File: src/rtl/dbg_resp_pkg.sv
package dbg_resp_pkg;

  localparam int OPC_W = 8;

  typedef enum logic [1:0] {
    SZ_BYTE = 2'b00,
    SZ_WORD = 2'b01,
    SZ_LONG = 2'b10,
    SZ_BAD  = 2'b11
  } xfer_size_e;

  typedef enum logic [2:0] {
    PH_CMD,
    PH_ADDR_HI,
    PH_ADDR_LO,
    PH_DATA_HI,
    PH_DATA_LO,
    PH_ACCESS,
    PH_RES_LO
  } phase_e;

endpackage

File: src/rtl/dbg_cmd_decode.sv
module dbg_cmd_decode
  import dbg_resp_pkg::*;
#(
  parameter int               WORD_W = 16,
  parameter logic [OPC_W-1:0] OPCODE = 8'h19
) (
  input  logic [WORD_W-1:0] cmd_word,
  output logic              legal,
  output logic              is_read,
  output xfer_size_e        size
);

  localparam int RSV_HI = WORD_W - OPC_W - 1;

  logic opc_hit;
  logic rsv_clear;

  always_comb begin
    size      = xfer_size_e'(cmd_word[5:4]);
    is_read   = cmd_word[6];
    opc_hit   = (cmd_word[WORD_W-1 -: OPC_W] == OPCODE);
    rsv_clear = (cmd_word[RSV_HI:7] == '0) && (cmd_word[3:0] == 4'h0);
    legal     = opc_hit && rsv_clear && (size != SZ_BAD);
  end

endmodule

File: src/rtl/dbg_mem_master.sv
module dbg_mem_master #(
  parameter int ADDR_W = 32,
  parameter int DATA_W = 32
) (
  input  logic              clk,
  input  logic              rst_n,
  input  logic              launch,
  input  logic              launch_we,
  input  logic [1:0]        launch_size,
  input  logic [ADDR_W-1:0] launch_addr,
  input  logic [DATA_W-1:0] launch_wdata,
  output logic              mem_req,
  output logic              mem_we,
  output logic [1:0]        mem_size,
  output logic [ADDR_W-1:0] mem_addr,
  output logic [DATA_W-1:0] mem_wdata,
  input  logic              mem_ack,
  input  logic              mem_berr,
  input  logic              mem_aerr,
  output logic              done,
  output logic              fault
);

  assign done  = mem_req && (mem_ack || mem_berr || mem_aerr);
  assign fault = mem_req && (mem_berr || mem_aerr);

  always_ff @(posedge clk or negedge rst_n) begin
    if (!rst_n) begin
      mem_req   <= 1'b0;
      mem_we    <= 1'b0;
      mem_size  <= 2'b00;
      mem_addr  <= '0;
      mem_wdata <= '0;
    end else if (launch) begin
      mem_req   <= 1'b1;
      mem_we    <= launch_we;
      mem_size  <= launch_size;
      mem_addr  <= launch_addr;
      mem_wdata <= launch_wdata;
    end else if (done) begin
      mem_req <= 1'b0;
    end
  end

endmodule

File: src/rtl/dbg_cmd_responder.sv
module dbg_cmd_responder
  import dbg_resp_pkg::*;
#(
  parameter int               WORD_W = 16,
  parameter logic [OPC_W-1:0] OPCODE = 8'h19
) (
  input  logic                clk,
  input  logic                rst_n,
  input  logic                rx_valid,
  input  logic [WORD_W-1:0]   rx_word,
  output logic [WORD_W:0]     tx_word,
  output logic                busy,
  output logic                mem_req,
  output logic                mem_we,
  output logic [1:0]          mem_size,
  output logic [2*WORD_W-1:0] mem_addr,
  output logic [2*WORD_W-1:0] mem_wdata,
  input  logic [2*WORD_W-1:0] mem_rdata,
  input  logic                mem_ack,
  input  logic                mem_berr,
  input  logic                mem_aerr
);

  localparam int LW = 2 * WORD_W;
  localparam int XW = WORD_W + 1;

  localparam logic [XW-1:0] RSP_NOT_READY = {1'b1, {WORD_W{1'b0}}};
  localparam logic [XW-1:0] RSP_ILLEGAL   = {1'b1, {WORD_W{1'b1}}};
  localparam logic [XW-1:0] RSP_FAULT     = {1'b1, WORD_W'(1)};
  localparam logic [XW-1:0] RSP_COMPLETE  = {1'b0, {WORD_W{1'b1}}};

  phase_e            phase;
  logic              cur_read;
  xfer_size_e        cur_size;
  logic [WORD_W-1:0] addr_hi;
  logic [WORD_W-1:0] addr_lo;
  logic [WORD_W-1:0] data_hi;
  logic [WORD_W-1:0] res_lo;
  logic [XW-1:0]     tx_q;

  logic              dec_legal;
  logic              dec_read;
  xfer_size_e        dec_size;

  logic              launch;
  logic [LW-1:0]     launch_addr;
  logic [LW-1:0]     launch_wdata;
  logic              acc_done;
  logic              acc_fault;
  logic [WORD_W-1:0] read_first;

  dbg_cmd_decode #(
    .WORD_W (WORD_W),
    .OPCODE (OPCODE)
  ) u_decode (
    .cmd_word (rx_word),
    .legal    (dec_legal),
    .is_read  (dec_read),
    .size     (dec_size)
  );

  // Launch on the word that completes the operand set.
  always_comb begin
    launch = rx_valid &&
             (((phase == PH_ADDR_LO) && cur_read) || (phase == PH_DATA_LO));
    launch_addr = (phase == PH_ADDR_LO) ? {addr_hi, rx_word} : {addr_hi, addr_lo};
    unique case (cur_size)
      SZ_BYTE: launch_wdata = {{(LW-8){1'b0}}, rx_word[7:0]};
      SZ_LONG: launch_wdata = {data_hi, rx_word};
      default: launch_wdata = {{WORD_W{1'b0}}, rx_word};
    endcase
  end

  dbg_mem_master #(
    .ADDR_W (LW),
    .DATA_W (LW)
  ) u_mem (
    .clk          (clk),
    .rst_n        (rst_n),
    .launch       (launch),
    .launch_we    (!cur_read),
    .launch_size  (cur_size),
    .launch_addr  (launch_addr),
    .launch_wdata (launch_wdata),
    .mem_req      (mem_req),
    .mem_we       (mem_we),
    .mem_size     (mem_size),
    .mem_addr     (mem_addr),
    .mem_wdata    (mem_wdata),
    .mem_ack      (mem_ack),
    .mem_berr     (mem_berr),
    .mem_aerr     (mem_aerr),
    .done         (acc_done),
    .fault        (acc_fault)
  );

  // First (or only) result word of a read, zero-filled per size.
  always_comb begin
    unique case (cur_size)
      SZ_BYTE: read_first = {{(WORD_W-8){1'b0}}, mem_rdata[7:0]};
      SZ_LONG: read_first = mem_rdata[LW-1:WORD_W];
      default: read_first = mem_rdata[WORD_W-1:0];
    endcase
  end

  always_ff @(posedge clk or negedge rst_n) begin
    if (!rst_n) begin
      phase    <= PH_CMD;
      cur_read <= 1'b0;
      cur_size <= SZ_BYTE;
      addr_hi  <= '0;
      addr_lo  <= '0;
      data_hi  <= '0;
      res_lo   <= '0;
      tx_q     <= RSP_COMPLETE;
    end else begin
      unique case (phase)
        PH_CMD: if (rx_valid) begin
          if (dec_legal) begin
            cur_read <= dec_read;
            cur_size <= dec_size;
            tx_q     <= RSP_NOT_READY;
            phase    <= PH_ADDR_HI;
          end else begin
            tx_q <= RSP_ILLEGAL;
          end
        end
        PH_ADDR_HI: if (rx_valid) begin
          addr_hi <= rx_word;
          tx_q    <= RSP_NOT_READY;
          phase   <= PH_ADDR_LO;
        end
        PH_ADDR_LO: if (rx_valid) begin
          addr_lo <= rx_word;
          tx_q    <= RSP_NOT_READY;
          if (cur_read)                phase <= PH_ACCESS;
          else if (cur_size == SZ_LONG) phase <= PH_DATA_HI;
          else                         phase <= PH_DATA_LO;
        end
        PH_DATA_HI: if (rx_valid) begin
          data_hi <= rx_word;
          tx_q    <= RSP_NOT_READY;
          phase   <= PH_DATA_LO;
        end
        PH_DATA_LO: if (rx_valid) begin
          tx_q  <= RSP_NOT_READY;
          phase <= PH_ACCESS;
        end
        PH_ACCESS: if (acc_done) begin
          if (acc_fault) begin
            tx_q  <= RSP_FAULT;
            phase <= PH_CMD;
          end else if (!cur_read) begin
            tx_q  <= RSP_COMPLETE;
            phase <= PH_CMD;
          end else begin
            tx_q   <= {1'b0, read_first};
            res_lo <= mem_rdata[WORD_W-1:0];
            phase  <= (cur_size == SZ_LONG) ? PH_RES_LO : PH_CMD;
          end
        end
        PH_RES_LO: if (rx_valid) begin
          tx_q  <= {1'b0, res_lo};
          phase <= PH_CMD;
        end
        default: phase <= PH_CMD;
      endcase
    end
  end

  assign tx_word = tx_q;
  assign busy    = (phase != PH_CMD);

endmodule

File: config.mk
export PLATFORM = sky130hd
export DESIGN_NAME = dbg_cmd_responder
export DESIGN_NICKNAME = d
export VERILOG_FILES = /design/src/rtl/dbg_resp_pkg.sv /design/src/rtl/dbg_cmd_decode.sv /design/src/rtl/dbg_mem_master.sv /design/src/rtl/dbg_cmd_responder.sv
export SDC_FILE = /design/constraint.sdc
export NUM_CORES = 1
export LEC_CHECK = 0
export BUFFER_PORTS_ARGS = -buffer_cell sky130_fd_sc_hd__buf_4
export CAP_MARGIN = 20
export CORE_MARGIN = 1
export CORE_UTILIZATION = 50
export CTS_CLUSTER_DIAMETER = 40
export DETAILED_ROUTE_END_ITERATION = 7
export PLACE_DENSITY_LB_ADDON = 0.2
export SYNTH_ARGS = -nofsm -noshare
export SYNTH_HDL_FRONTEND = slang
export SYNTH_HIERARCHICAL = 1
export SYNTH_SLANG_ARGS = --single-unit
File: constraint.sdc
create_clock -name clk -period 2.25 [get_ports clk]
set_input_delay 0.225 -clock clk [delete_from_list [all_inputs] [get_ports clk]]
set_output_delay 0.225 -clock clk [all_outputs]
set_load 0.1 [all_outputs]
==> impl_results.md <==
* Status: finished clean
* Count of final setup violators at 0
* Critical Path Source Type: register
* Vias at 4522
* Most frequent cells in the layout: buf_4 (150), dfrtp_1 (138), mux2_2 (131)
* Synth Register Bits at 155
* Total CTS buffers at 17
* Grt ovf at 0
* Actual slew at the worst max-slew pin at 881.8 ps
* Synth Instances at 499
* Post-route DRC at 0
* Hold Path Class: input port to register
* Max stage delay on crit path at 620 ps
* Root Buffer: clkbuf_16
* First-pass GRT wire length at 24700 um
* Worst r2r src: phase[1]
* Slew HR at 0.4100
* Max Cap Violations at 0
* Hold Path End: res_lo[11]
* Minimum clock period after layout at 2075 ps
* Antenna violations before repair at 0
* Io pins at 140
* Ys Warns at 6
* CP cell instances: nor2b_1 -> nand2_1 -> a21oi_4 -> buf_12 -> mux2_2
* Max Fanout on Critical Path at 56
* Clk slew on worst S/H paths at 60 ps
* Arr. time, crit path at 2370 ps
* # diodes at 0
* Final TNS setup at 0 ps
* Slowest-stage cell, CP: dfrtp_1
* Clock sinks at 155
* All-Layer GR Usage at 0.2242
* WP data required at 2550 ps
* Max Clock Freq at 482.0 MHz
* Hold Crit Depth at 2
* Final max-slew violation count at 0
* Worst reg2reg setup slack at 180 ps
* Chip Height at 119.8 um
* Nets at 692
* Share of cells above drive strength 1 at 0.5499
* Maximum clock insertion buffer count at 2
* Hold path startpoint: mem_rdata[11]
* RePlAce Congestion at 0.7471
* Syn nets at 553
* DR iter-0 viols at 187
* Synth unique cells at 42
* Post-DP HPWL at 10160 um
* Starting density of the core at 0.5175
* RSZ-0062 raised after global routing: no
* Area Overhead vs Synth at 25.33%
* Period utilization at 0.9221
* Router iterations before antenna repair at 5
* Synth Cell Area at 6934 um2
* CTS tree: done
* Largest net degree at the start of global routing at 57
* Via count of the first global-routing pass at 4703
* Core region area at 13400 um2
* Routed wire per std cell at 18.24 um
* Reg2reg end: u_mem/mem_wdata[17]
* Register area share after synthesis at 0.5623
* I/O Buffers at 139
* Post-Route WL at 15090 um
* Mean area per synthesized cell at 13.90 um2
* Worst-Skew Late Latency at 420 ps
* Width of the die at 119.8 um
* Setup crit end kind: register
* Fin. Hold Viols at 0
* Clk_skew at 7.417 ps
* WS Path Type: register to register
* # fillers at 1045
* CTS resizes at 0
* Row cnt at 42
* Commonest non-fill, non-tap cell in the layout: buf_4
* Register Area at 3900 um2
* Depth of the most critical reg-to-reg path at 5
* DIE AREA at 14340 um2
* Antenna-violating nets left at 0
* Drt via density at 5.468
* Multi-input gate area at 2805 um2
* H-tree depth at 4
-- sequential cells by signal, summed over array words and instances (netlist names) --
register and count:
tx_word 17, cur_read 1, u_mem/mem_wdata 32, cur_size 2
data_hi 16, u_mem/mem_req 1, addr_lo 16, res_lo 16
phase 3, addr_hi 16, u_mem/mem_addr 32, u_mem/mem_size 2
u_mem/mem_we 1
-- layer usage --
layer | GRT usage | wire, um | vias to the layer above
li1 | - | - | 2066
met4 | 0.07031 | 151 | 0
met5 | 0 | 0 | -
met1 | 0.2958 | 6704 | 2313
met3 | 0.05371 | 824 | 15
met2 | 0.3663 | 7404 | 128
-- worst max-delay path: cells and delay by family, from the launching register on --
kind,cells,cell delay (ps)
AND/OR/NAND/NOR,2,360
buffers and inverters,1,330
flip-flops,1,620
multiplexers,1,380
AO/OA/AOI/OAI,1,210
-- cell families (layout without fill, tap and decap cells) --
logic type             Yosys count  after routing  share of synthesized area
DFF                            155            155                     0.5623
muxes                          152            152                     0.2569
and+or+nand+nor                 92             92                    0.07849
AOI/OAI and AO/OA               62             62                    0.06712
buffers and inverters           38            190                    0.03519
-- layout make-up --
cell class,count,area share
multi-input cells,306,0.3228
clock inverters,7,0.004607
repair buffers,155,0.1389
well taps,176,0.02534
inverters,3,0.001296
flip-flops and latches,155,0.4487
clock buffers,25,0.05831
-- worst max path at each step --
| stage | startpoint | end | cells past startpoint |
|---|---|---|---|
| 2_1_floorplan | u_mem/mem_req | res_lo[0] | 5 |
| 3_3_place_gp | rx_word[0] | tx_word[14] | 7 |
| 3_5_place_dp | rx_word[0] | tx_word[12] | 7 |
| 4_1_cts | phase[1] | u_mem/mem_wdata[17] | 5 |
| 5_1_grt | phase[1] | u_mem/mem_addr[26] | 5 |
| 6_report | phase[1] | u_mem/mem_wdata[17] | 5 |
-- repair_timing --
action	CTS	global route
setup buffers	0	0
hold buffers	1	0
endpoints found under the hold margin	43	0
-- Yosys cell counts (all sizes together) --
cell       n  area (um2)
mux2i      1       10.01
clkbuf     9       33.78
a21boi     2       15.01
nand2b     5       31.28
nor2       8       30.03
dfstp     16       420.4
o31ai      1       7.510
a21oi     11       58.81
nor2b     15       93.84
o22ai      1       6.260
o21a       2       15.01
o211ai     2       15.01
a22oi      8       60.06
nand2     19       73.82
a21o       1       7.510
dfrtp    139        3478
a311oi     1       8.760
and2      34       212.7
a211oi     1       7.510
a32o       1       10.01
and4       1       8.760
nor3b      2       26.28
o2111ai    1       8.760
a31oi      9       56.30
o32a      16       160.2
nor4b      2       30.03
nand3      2       10.01
inv        3       11.26
buf       26       199.0
mux2     151        1772
or3        2       12.51
nor3       2       15.01
o21ai      5       28.78
-- stage by stage --
stage	setup WS, ps	hold WS, ps	utilization	cell area (um2)	std cells
6_report	175.3	55.67	0.6486	8691	827
4_1_cts	206.6	40.85	0.6486	8691	827
3_3_place_gp	220.1	211.8	0.6070	8134	794
5_1_grt	111.2	48.25	0.6486	8691	827
2_1_floorplan	145.4	-70.59	-	6935	499
3_5_place_dp	186.7	220.5	0.6070	8134	794
Power is left out: the tool's default activity adds up to more than one toggle a clock period on the data nets, which glitch-free logic cannot reach.
